==> config.mk <==
export PLATFORM = sky130hd
export DESIGN_NAME = pcam_top
export DESIGN_NICKNAME = d
export VERILOG_FILES = /design/src/rtl/pcam_pkg.sv /design/src/rtl/pcam_param_extract.sv /design/src/rtl/pcam_entry.sv /design/src/rtl/pcam_resolve.sv /design/src/rtl/pcam_top.sv
export SDC_FILE = /design/constraint.sdc
export NUM_CORES = 1
export LEC_CHECK = 0
export BUFFER_PORTS_ARGS = -buffer_cell sky130_fd_sc_hd__buf_2
export CAP_MARGIN = 20
export CORE_ASPECT_RATIO = 2
export CORE_MARGIN = 2
export CORE_UTILIZATION = 62
export CTS_CLUSTER_DIAMETER = 40
export DETAILED_ROUTE_END_ITERATION = 16
export PLACE_DENSITY = 0.92
export SYNTH_ARGS = -nofsm -noshare
export SYNTH_HDL_FRONTEND = slang
export SYNTH_HIERARCHICAL = 1
export SYNTH_SLANG_ARGS = --single-unit
==> constraint.sdc <==
create_clock -name clk -period 5 [get_ports clk]
set_input_delay 1.5 -clock clk [delete_from_list [all_inputs] [get_ports clk]]
set_output_delay 1.5 -clock clk [all_outputs]
set_load 0.1 [all_outputs]
==> src/rtl/pcam_pkg.sv <==
`timescale 1ns/1ps
package pcam_pkg;
    typedef enum logic {
        EXT_ONES = 1'b0,
        EXT_BXOR = 1'b1
    } ext_kind_e;

    typedef enum logic {
        RES_IDLE = 1'b0,
        RES_SHOW = 1'b1
    } res_state_e;
endpackage

==> src/rtl/pcam_param_extract.sv <==
`timescale 1ns/1ps
module pcam_param_extract #(
    parameter int                  WIDTH = 14,
    parameter pcam_pkg::ext_kind_e KIND  = pcam_pkg::EXT_ONES,
    parameter int                  SW    = $clog2(WIDTH + 2)
) (
    input  logic [WIDTH-1:0] word,
    output logic [SW-1:0]    sig
);
    generate
        if (KIND == pcam_pkg::EXT_ONES) begin : g_ones
            // population count of the word
            always_comb begin
                sig = '0;
                for (int i = 0; i < WIDTH; i++) begin
                    sig = sig + SW'(word[i]);
                end
            end
        end else begin : g_bxor
            // XOR of SW-bit slices, high side zero-extended
            localparam int NSLICE = (WIDTH + SW - 1) / SW;
            logic [NSLICE*SW-1:0] padded;
            always_comb begin
                padded            = '0;
                padded[WIDTH-1:0] = word;
                sig               = '0;
                for (int s = 0; s < NSLICE; s++) begin
                    sig = sig ^ padded[s*SW +: SW];
                end
            end
        end
    endgenerate
endmodule

==> src/rtl/pcam_entry.sv <==
`timescale 1ns/1ps
module pcam_entry #(
    parameter int WIDTH = 14,
    parameter int SW    = 4,
    parameter int AW    = 3,
    parameter int IDX   = 0
) (
    input  logic             clk,
    input  logic             rst_n,
    input  logic             wr_en,
    input  logic [AW-1:0]    wr_addr,
    input  logic [WIDTH-1:0] wr_data,
    input  logic [SW-1:0]    wr_sig,
    input  logic             inv_en,
    input  logic [AW-1:0]    inv_addr,
    input  logic [WIDTH-1:0] key,
    input  logic [SW-1:0]    key_sig,
    output logic             live,
    output logic             sig_eq,
    output logic             data_eq
);
    logic [WIDTH-1:0] data_q;
    logic [SW-1:0]    sig_q;
    logic             empty_q;
    logic             wr_sel;
    logic             inv_sel;

    assign wr_sel  = wr_en  && (wr_addr  == AW'(IDX));
    assign inv_sel = inv_en && (inv_addr == AW'(IDX));

    always_ff @(posedge clk or negedge rst_n) begin
        if (!rst_n) begin
            data_q  <= '0;
            sig_q   <= '0;
            empty_q <= 1'b1;
        end else begin
            if (wr_sel) begin
                data_q <= wr_data;
                sig_q  <= wr_sig;
            end
            if (inv_sel) begin
                empty_q <= 1'b1;
            end else if (wr_sel) begin
                empty_q <= 1'b0;
            end
        end
    end

    assign live = !empty_q;

    // First stage: signature compare. The wide compare runs only behind it.
    always_comb begin
        sig_eq  = live && (sig_q == key_sig);
        data_eq = 1'b0;
        if (sig_eq) begin
            data_eq = (data_q == key);
        end
    end

    p_write_live_r3: assert property (@(posedge clk) disable iff (!rst_n)
        (wr_sel && !inv_sel) |=> live);
    p_inv_empty_r3: assert property (@(posedge clk) disable iff (!rst_n)
        inv_sel |=> !live);
endmodule

==> src/rtl/pcam_resolve.sv <==
`timescale 1ns/1ps
module pcam_resolve #(
    parameter int WORDS = 8,
    parameter int AW    = 3,
    parameter int CW    = 4
) (
    input  logic [WORDS-1:0] sig_eq,
    input  logic [WORDS-1:0] data_eq,
    output logic             any_hit,
    output logic [AW-1:0]    hit_addr,
    output logic [CW-1:0]    cmp_count
);
    always_comb begin
        any_hit  = 1'b0;
        hit_addr = '0;
        for (int i = WORDS - 1; i >= 0; i--) begin
            if (data_eq[i]) begin
                any_hit  = 1'b1;
                hit_addr = AW'(i);
            end
        end
    end

    always_comb begin
        cmp_count = '0;
        for (int i = 0; i < WORDS; i++) begin
            cmp_count = cmp_count + CW'(sig_eq[i]);
        end
    end
endmodule

==> src/rtl/pcam_top.sv <==
`timescale 1ns/1ps
module pcam_top #(
    parameter int                  WORDS   = 8,
    parameter int                  WIDTH   = 14,
    parameter pcam_pkg::ext_kind_e EXTRACT = pcam_pkg::EXT_ONES,
    parameter int                  AW      = (WORDS > 1) ? $clog2(WORDS) : 1,
    parameter int                  CW      = $clog2(WORDS + 1)
) (
    input  logic             clk,
    input  logic             rst_n,
    input  logic             wr_en,
    input  logic [AW-1:0]    wr_addr,
    input  logic [WIDTH-1:0] wr_data,
    input  logic             inv_en,
    input  logic [AW-1:0]    inv_addr,
    input  logic             srch_en,
    input  logic [WIDTH-1:0] srch_key,
    output logic             res_valid,
    output logic             res_hit,
    output logic [AW-1:0]    res_addr,
    output logic [CW-1:0]    res_cmp_count
);
    import pcam_pkg::*;

    localparam int SW = $clog2(WIDTH + 2);

    logic [SW-1:0]    wr_sig;
    logic [SW-1:0]    key_sig;
    logic [WORDS-1:0] live;
    logic [WORDS-1:0] sig_eq;
    logic [WORDS-1:0] data_eq;
    logic             any_hit;
    logic [AW-1:0]    hit_addr;
    logic [CW-1:0]    cmp_count;
    res_state_e       state_q;
    res_state_e       state_nx;

    pcam_param_extract #(.WIDTH(WIDTH), .KIND(EXTRACT), .SW(SW)) u_wr_sig (
        .word (wr_data),
        .sig  (wr_sig)
    );

    pcam_param_extract #(.WIDTH(WIDTH), .KIND(EXTRACT), .SW(SW)) u_key_sig (
        .word (srch_key),
        .sig  (key_sig)
    );

    generate
        for (genvar g = 0; g < WORDS; g++) begin : g_entry
            pcam_entry #(.WIDTH(WIDTH), .SW(SW), .AW(AW), .IDX(g)) u_entry (
                .clk      (clk),
                .rst_n    (rst_n),
                .wr_en    (wr_en),
                .wr_addr  (wr_addr),
                .wr_data  (wr_data),
                .wr_sig   (wr_sig),
                .inv_en   (inv_en),
                .inv_addr (inv_addr),
                .key      (srch_key),
                .key_sig  (key_sig),
                .live     (live[g]),
                .sig_eq   (sig_eq[g]),
                .data_eq  (data_eq[g])
            );
        end
    endgenerate

    pcam_resolve #(.WORDS(WORDS), .AW(AW), .CW(CW)) u_resolve (
        .sig_eq    (sig_eq),
        .data_eq   (data_eq),
        .any_hit   (any_hit),
        .hit_addr  (hit_addr),
        .cmp_count (cmp_count)
    );

    // Result sequencer: state register
    always_ff @(posedge clk or negedge rst_n) begin
        if (!rst_n) begin
            state_q <= RES_IDLE;
        end else begin
            state_q <= state_nx;
        end
    end

    always_comb begin
        state_nx = state_q;
        unique case (state_q)
            RES_IDLE: state_nx = srch_en ? RES_SHOW : RES_IDLE;
            RES_SHOW: state_nx = srch_en ? RES_SHOW : RES_IDLE;
        endcase
    end

    assign res_valid = (state_q == RES_SHOW);

    // Result sequencer: output registers, loaded on each lookup
    always_ff @(posedge clk or negedge rst_n) begin
        if (!rst_n) begin
            res_hit       <= 1'b0;
            res_addr      <= '0;
            res_cmp_count <= '0;
        end else if (srch_en) begin
            res_hit       <= any_hit;
            res_addr      <= any_hit ? hit_addr : '0;
            res_cmp_count <= cmp_count;
        end
    end

    p_result_follows_r8: assert property (@(posedge clk) disable iff (!rst_n)
        srch_en |=> res_valid);
    p_no_spurious_result_r8: assert property (@(posedge clk) disable iff (!rst_n)
        !srch_en |=> !res_valid);
    p_count_bounded_r6: assert property (@(posedge clk) disable iff (!rst_n)
        (res_valid && $past(srch_en)) |-> (32'(res_cmp_count) <= $countones($past(live))));
    p_hit_needs_compare_r5: assert property (@(posedge clk) disable iff (!rst_n)
        (res_valid && res_hit) |-> (res_cmp_count != '0));
    p_miss_addr_zero_r9: assert property (@(posedge clk) disable iff (!rst_n)
        (res_valid && !res_hit) |-> (res_addr == '0));
endmodule

=== Yosys cells after proc, flatten, opt, wreduce, memory -nomap -nowiden ===
Cells that the tools add are included.

* ROM bits: 0
* Memories: 0
* Flip-flop bits (word level): 161
* Latch bits: 0
* Input port bits: 39
* Output and inout bits: 9
* Memory bits (writable): 0

* Mux-type cells: 42
* Divide/modulo/power cells: 0
* Equality and inequality tests: 30
* Shift-type cells: 0
* Order comparisons: 0
* Multiply operators: 0
* Add/sub/neg operators: 33
* Bitwise logic cells: 0
* Reductions and logical operators: 42

{| class="wikitable"
|+ Operators by type and width
! kind !! count
|-
| $add A4 B1 Y4 || 30
|-
| $eq A14 B14 Y1 || 8
|-
| $mux W1 || 33
|-
| $eq A4 B4 Y1 || 8
|-
| $mux W3 || 9
|-
| $eq A3 B3 Y1 const B || 8
|-
| $logic_and A1 B1 Y1 || 24
|-
| $reduce_bool A2 Y1 || 8
|-
| $eq A3 B2 Y1 const B || 4
|-
| $logic_not A1 Y1 || 8
|-
| $add A1 B1 Y2 || 3
|-
| $eq A3 B1 Y1 const B || 2
|-
| $logic_not A3 Y1 || 2
|}

=== Longest topological paths before layout ===
Gate-level depths: netlist (run 1).

* Word-level depth: 25
* Mapped depth: 23
* Depth with buffers taken out: 23

=== Hierarchy ===
The synthesis (run 1) kept the hierarchy.

{| class="wikitable"
|+ Modules (own cells, without submodules)
! module !! area each (µm²) !! seq. area each (µm²) !! cells each !! times used
|-
| pcam_entry (g_entry[3].u_entry ...) || 989.7 || 476.7 || 70 || 3
|-
| pcam_entry (g_entry[1].u_entry ...) || 984.7 || 476.7 || 69 || 2
|-
| pcam_entry (g_entry[0].u_entry) || 994.7 || 476.7 || 69 || 1
|-
| pcam_entry (g_entry[7].u_entry) || 979.7 || 476.7 || 69 || 1
|-
| pcam_entry (g_entry[4].u_entry) || 932.1 || 476.7 || 69 || 1
|-
| pcam_param_extract || 321.6 || 0.0 || 32 || 2
|-
| pcam_top || 349.1 || 225.2 || 24 || 1
|-
| pcam_resolve || 272.8 || 0.0 || 38 || 1
|}

=== Least setup slack after synthesis (run 1) ===
No wires, ideal clock.

* Path kind: input to register
* Start: input port srch_key[8]
* End: register res_cmp_count[2]
* Required time: 4874 ps
* Stages: 21
* Arrival: 7602 ps
* Setup slack: -2728 ps
* Buffers on the path: 0
* Library setup time: 126 ps
* Cells stage by stage: fa_1 -> inv_1 -> fa_1 -> fa_1 -> fa_1 -> inv_1 -> ha_1 -> fa_1 -> xor2_1 -> xor2_1 -> nor4_2 -> inv_1 -> fa_1 -> fa_1 -> fa_1 -> inv_1 -> ha_1 -> inv_1 -> fa_1 -> xnor2_1 -> mux2_4

* Word-level cells in the longest chain between the ends: 15
* Elaborated cells on any way between the ends: 29
* Those cells by class: add/sub: 13; eq/ne: 8; reduce/logical: 8

{| class="wikitable"
|+ Ends and longest elaborated chain
! item !! RTL line !! RTL
|-
| from (decl) || pcam_top.sv:17 || <nowiki>input logic [WIDTH-1:0] srch_key,</nowiki>
|-
| $add A4 B1 Y4 (6 in series) || pcam_param_extract.sv:16 || <nowiki>sig = sig + SW'(word[i]);</nowiki>
|-
| net key_sig[2] || pcam_top.sv:28 || <nowiki>logic [SW-1:0] key_sig;</nowiki>
|-
| $eq A4 B4 Y1 || pcam_entry.sv:53 || <nowiki>sig_eq = live && (sig_q == key_sig);</nowiki>
|-
| $logic_and A1 B1 Y1 || pcam_entry.sv:53 ||
|-
| net sig_eq[0] || pcam_top.sv:30 || <nowiki>logic [WORDS-1:0] sig_eq;</nowiki>
|-
| $add A1 B1 Y2 || pcam_resolve.sv:27 || <nowiki>cmp_count = cmp_count + CW'(sig_eq[i]);</nowiki>
|-
| $add A4 B1 Y4 (6 in series) || pcam_resolve.sv:27 ||
|-
| net cmp_count[2] || pcam_top.sv:34 || <nowiki>logic [CW-1:0] cmp_count;</nowiki>
|-
| to (signal assigned) || pcam_top.sv:104 || <nowiki>res_cmp_count <= cmp_count;</nowiki>
|-
| to (decl) || pcam_top.sv:21 || <nowiki>output logic [CW-1:0] res_cmp_count</nowiki>
|}

The timed path passes the listed nets, and every way through them passes these cells.
A chain may end at the register's enable or synchronous reset.

=== Worst setup path in the final report (run 1) ===
* Start: input port srch_key[3]
* End: register res_cmp_count[1]

* Elaborated cells on any way between the ends: 34
* Those cells by class: add/sub: 18; eq/ne: 8; reduce/logical: 8

{| class="wikitable"
|+ RTL lines
! item !! RTL line
|-
| $add A4 B1 Y4 (11 in series) || pcam_param_extract.sv:16
|-
| net key_sig[3] || pcam_top.sv:28
|-
| $eq A4 B4 Y1 || pcam_entry.sv:53
|-
| $logic_and A1 B1 Y1 || pcam_entry.sv:53
|-
| net sig_eq[3] || pcam_top.sv:30
|-
| $add A4 B1 Y4 (5 in series) || pcam_resolve.sv:27
|-
| net cmp_count[1] || pcam_top.sv:34
|}

The timed path passes the listed nets, and every way through them passes these cells.

==> results of run 1 <==
==> sequential cells by signal, summed over array words and instances, names as in the netlist <==
register and count:
g_entry.u_entry/data_q 112, g_entry.u_entry/empty_q 8, g_entry.u_entry/sig_q 32, res_addr 3
res_cmp_count 4, res_hit 1, res_valid 1
==> metrics by stage <==
step	area [um2]	cells	util	hold slack [ns]
6_report	10820	993	0.7541	0.4842
5_1_grt	10820	993	0.7541	0.5083
4_1_cts	10690	990	0.7451	0.4853
3_5_place_dp	9797	952	0.6827	0.4686
3_3_place_gp	9797	952	0.6827	0.4654
2_1_floorplan	9145	677	-	0.4474
==> worst paths after layout <==
path	end	depth (start not counted)	slack [ns]
max	res_cmp_count[1]	24	-2.46
min reg2reg	g_entry[5].u_entry/empty_q	2	0.48
min in group asynchronous	g_entry[2].u_entry/data_q[5]	1	1.12
min	g_entry[5].u_entry/empty_q	2	0.48
max in group asynchronous	g_entry[2].u_entry/empty_q	2	2.91
max reg2reg	res_cmp_count[1]	13	1.13
==> per-layer routing <==
metal,vias up,wire length (um),share of wire
met5,-,0,0
li1,2529,-,-
met3,124,952,0.040
met1,3021,8546,0.36
met2,244,12530,0.52
met4,0,1870,0.078
==> final cells by class <==
type                    instances  area share
multi-input cells             450      0.4535
flip-flops and latches        161      0.3732
repair buffers                107     0.07306
clock buffers                  21     0.04162
well taps                     192     0.02220
clock inverters                11     0.01873
inverters                      51     0.01769
==> timing repair <==
action                                  in CTS  in global routing
pin swaps                                   11                  4
cloned                                       0                  0
hold buffers                                 0                  0
resized for setup                           45                 17
buffers inserted                             6                  3
endpoints found under the setup margin       8                 16
==> power breakdown <==
part	internal, W	total [W]	switching (W)	leakage, nW
registers	0.00166	0.00197	0.000307	1.94
clock network	0.000908	0.00147	0.000564	0.310
logic	0.00138	0.00270	0.00132	2.58
total	0.00395	0.00614	0.00219	4.83
==> worst max-delay path: stages <==
cell and delay (ns):
buf_6 0.10, fa_1 0.58, inv_2 0.05, fa_1 0.50, fa_1 0.45, fa_2 0.56
inv_2 0.05, ha_4 0.15, a21o_1 0.19, a21oi_4 0.18, xnor2_4 0.18, xnor2_1 0.18
nand2_1 0.12, nor4_4 0.32, inv_1 0.11, fa_1 0.48, fa_1 0.53, fa_2 0.45
inv_2 0.08, ha_4 0.13, inv_2 0.04, fa_2 0.55, inv_1 0.04, mux2_4 0.24
==> flow_summary.yaml, run 1 <==
detailed_routing:
  drt_iter0_drc: 541
  drcViolationCount: 0
  wl_per_cell_um: 24.06
  wirelength_mm: 23.90
  ant_nets: 0
  dr.pass1.iters: 5
  via_per_inst: 5.960
  vias: 5918
placed_design:
  dp_hpwl_mm: 15.50
  dp_slack_ns: -2.858
  finalWeightedCongestion: 0.9490
  io_buffer_count: 47
die:
  num_rows: 62
  die_x_um: 89.64
  dieArea_um2: 15710
  ios: 48
  coreArea_um2: 14350
  die_h_um: 175.3
  initial_core_util: 0.6337
timing:
  slew_headroom: 0.4363
  finClkSkew_ns: 0.007358
  period_minus_slack_ns: 7.456
  finalSetupViolCount: 8
  hold_viol_final: 0
  worstMarginPinSlew_ns: 0.8455
  fmax_ghz: 0.1341
  period_share: 1.491
  slew_viol_final: 0
  worst_slack_ns: -2.456
  rsz0062_at_grt: "yes"
  final.setup.tns_ns: -14.13
outcome:
  status: "finished with violations"
  violations: "negative setup slack"
clock_network:
  worstSkewPairLatency_ns: 0.44
  cts_root_buf: "clkbuf_16"
  cts_tree: "done"
  cts_made_buffers: 17
  clock_path_buffers: 2
  htree_levels: 4
  path_clk_slew_ns: 0.07
  clock-sinks: 161
critical_path:
  worstPathRequired_ns: 5.33
  start_kind: "input pin"
  worstPathArrival_ns: 7.78
  critPathMaxFanout: 4
  crit_type: "input pin to register"
  crit_path_end_kind: "register"
  reg2reg_from: "g_entry[1].u_entry/sig_q[3]"
  crit_start: "srch_key[3]"
grt:
  first_global_vias: 6548
  grtUsageMet3: 0.06626
  grt_busiest_layer: "met2"
  grt_pass1_wl_mm: 36.47
  antenna_found_initial: 0
  met1_usage: 0.3592
  grtUsageMet2: 0.5319
  overflow: 0
  grt_max_degree: 91
  grt_usage: 0.3218
layout:
  final_cell_mix: "dfrtp_1, xnor2_1, mux2_2, mux2_4, buf_4"
  layout_commonest_cell: "dfrtp_1"
  diodes: 0
  post_route_cells_drive_above_1_share: 0.4245
  syn_to_final_growth_pct: 19.00
  layout.area.seq_um2: 4039
  fillers: 807
  fin_nets: 862
  multi_input_area_um2: 4908
synthesis:
  netlist_instances: 677
  avgSynthCellArea_um2: 13.43
  syn_area_um2: 9095
  ys.warnings.count: 6
  syn_nets: 751
worst_hold_path:
  worstHoldStart: "g_entry[5].u_entry/empty_q"
  hold_path_class: "register to register"
power:
  fin_total_pwr_w: 0.006142
  p_leak_nw: 4.832
  ir_drop_mv: 0.3985
  power.density_nw_per_um2: 567.5
job:
  maxCapViolations: 0
Note: power is estimated with default switching activity, not from simulation.
==> inputs of run 2 (changes only) <==
clock period = 8.55 ns   (was 5 ns; I/O delays follow)
==> run 2 against run 1 <==
Net effect: the run now ends clean; global-route usage fell by 1.6 points; via count fell by 2.8%; sequential share of layout area rose by 1.6 points; critical path type unchanged; wire length fell by 6.9%; power fell by 46%.
==> flow_summary.yaml, run 2 (synthesized netlist as in run 1, its figures left out) <==
clock_network:
  cts_root_buf: "clkbuf_16"
  worstSkewPairLatency_ns: 0.43
  cts_tree: "done"
  clock-sinks: 161
  cts_made_buffers: 17
  htree_levels: 4
  clock_path_buffers: 2
  cts_hold_buf: 0
  path_clk_slew_ns: 0.06
layout:
  fin_nets: 834
  final_cell_mix: "dfrtp_1, xnor2_1, mux2_2, mux2_4, inv_1"
  diodes: 0
  stdcell_area_um2: 10390
  top_register: "g_entry.u_entry/data_q"
  fin_util: 0.7241
  largest_reg_flops: 112
  post_route_cells_drive_above_1_share: 0.3769
  reg_top3: "g_entry.u_entry/data_q x112, g_entry.u_entry/sig_q x32, g_entry.u_entry/empty_q x8"
  layout_commonest_cell: "dfrtp_1"
  syn_to_final_growth_pct: 14.25
detailed_routing:
  ant_nets: 0
  vias: 5751
  drt_iter0_drc: 396
  wl_per_cell_um: 23.09
  dr.pass1.iters: 4
  drcViolationCount: 0
  via_per_inst: 5.966
  wirelength_mm: 22.26
die:
  dieArea_um2: 15710
  initial_core_util: 0.6337
  die_x_um: 89.64
  die_h_um: 175.3
  ios: 48
  coreArea_um2: 14350
  num_rows: 62
timing:
  rsz0062_at_grt: "yes"
  finClkSkew_ns: 0.006917
  slew_headroom: 0.3097
  period_minus_slack_ns: 8.479
  fmax_ghz: 0.1179
  hold_viol_final: 0
  finalSetupViolCount: 0
  period_share: 0.9917
  worstMarginPinSlew_ns: 1.032
  final.setup.tns_ns: 0
  slew_viol_final: 0
outcome:
  status: "finished, final reports clean"
placed_design:
  io_buffer_count: 47
  finalWeightedCongestion: 0.9465
  dp_hpwl_mm: 15.07
  dpl-instance-area_um2: 9590
power:
  fin_total_pwr_w: 0.003346
  ir_drop_mv: 0.2077
  p_leak_nw: 4.650
  power.density_nw_per_um2: 322.0
critical_path:
  worstRegToRegCells: 13
  worstPathRequired_ns: 8.87
  critPathMaxFanout: 4
  crit_path_end_kind: "register"
  start_kind: "input pin"
  crit_type: "input pin to register"
  worstPathArrival_ns: 8.80
grt:
  antenna_found_initial: 0
  grt_pass1_wl_mm: 35.00
  overflow: 0
  grt_max_degree: 82
  first_global_vias: 6467
  grt_usage: 0.3060
job:
  maxCapViolations: 0
worst_hold_path:
  hold-path-cell-count: 2
  hold_path_class: "register to register"
## run 2: cell count changes in the layout (fill, tap and decap cells not counted), moves of 4 or more
cell,previous run,this run
xor2_1,26,33
o21ai_1,4,0
buf_6,10,2
buf_4,50,31
xor2_2,4,0
o21ai_0,3,7
## run 2: report_power, final
part	switching, W	total, W	internal, W	leakage [nW]
clock network	0.000317	0.000895	0.000577	0.331
logic	0.000678	0.00131	0.000634	2.38
registers	0.000166	0.00114	0.000973	1.94
## run 2: worst paths after layout
kind / from / endpoint / slack, ns
setup / recovery: srch_key[8] / res_cmp_count[1] / 0.07
hold / removal: g_entry[4].u_entry/empty_q / g_entry[4].u_entry/empty_q / 0.48
setup reg to reg: g_entry[0].u_entry/sig_q[3] / res_cmp_count[1] / 4.79
hold reg to reg: g_entry[4].u_entry/empty_q / g_entry[4].u_entry/empty_q / 0.48
max in group asynchronous: rst_n / g_entry[6].u_entry/empty_q / 5.20
min in group asynchronous: rst_n / g_entry[2].u_entry/data_q[11] / 2.15
## run 2: timing repair
item | in CTS | in global routing
setup buffers | 0 | 2
endpoints found under the setup margin | 0 | 2
resized for setup | 0 | 18
## run 2: area by class of cell
cell class	instances	area (um2)
Sequential cell	161	4039
Timing Repair Buffer	79	528.0
Fill cell	832	3960
Clock buffer	18	429.2
Multi-Input combinational cell	450	4706
Inverter	51	191.4
Clock inverter	13	257.7
Tap cell	192	240.2
## run 2: layer usage
layer,track usage,vias to the layer above,part of all wire
li1,-,2469,-
met1,0.3315,2942,0.35
met2,0.5070,237,0.53
met3,0.05451,103,0.035
met4,0.2357,0,0.080
met5,0,-,0
## run 2: through the flow
step	setup WS (ns)	hold WS, ns	instances
after detailed placement	-0.3736	0.4630	929
after global routing	-0.06785	0.4920	964
after floorplan	0.04629	0.4474	677
after CTS	0.01515	0.4722	960
after global placement	-0.1470	0.4554	929
final	0.07096	0.4773	964
## run 2: worst max-delay path, cell delays in order
cell     delay, ns
buf_8         0.11
fa_1          0.55
inv_2         0.05
fa_1          0.52
fa_1          0.46
fa_2          0.57
inv_2         0.05
ha_4          0.16
a21o_1        0.18
a21oi_2       0.17
xnor2_2       0.19
xnor2_1       0.16
nand2_1       0.12
nor4_4        0.29
inv_1         0.11
fa_1          0.56
fa_1          0.43
fa_1          0.43
inv_1         0.07
ha_2          0.18
inv_2         0.05
fa_2          0.55
inv_1         0.04
mux2_4        0.24
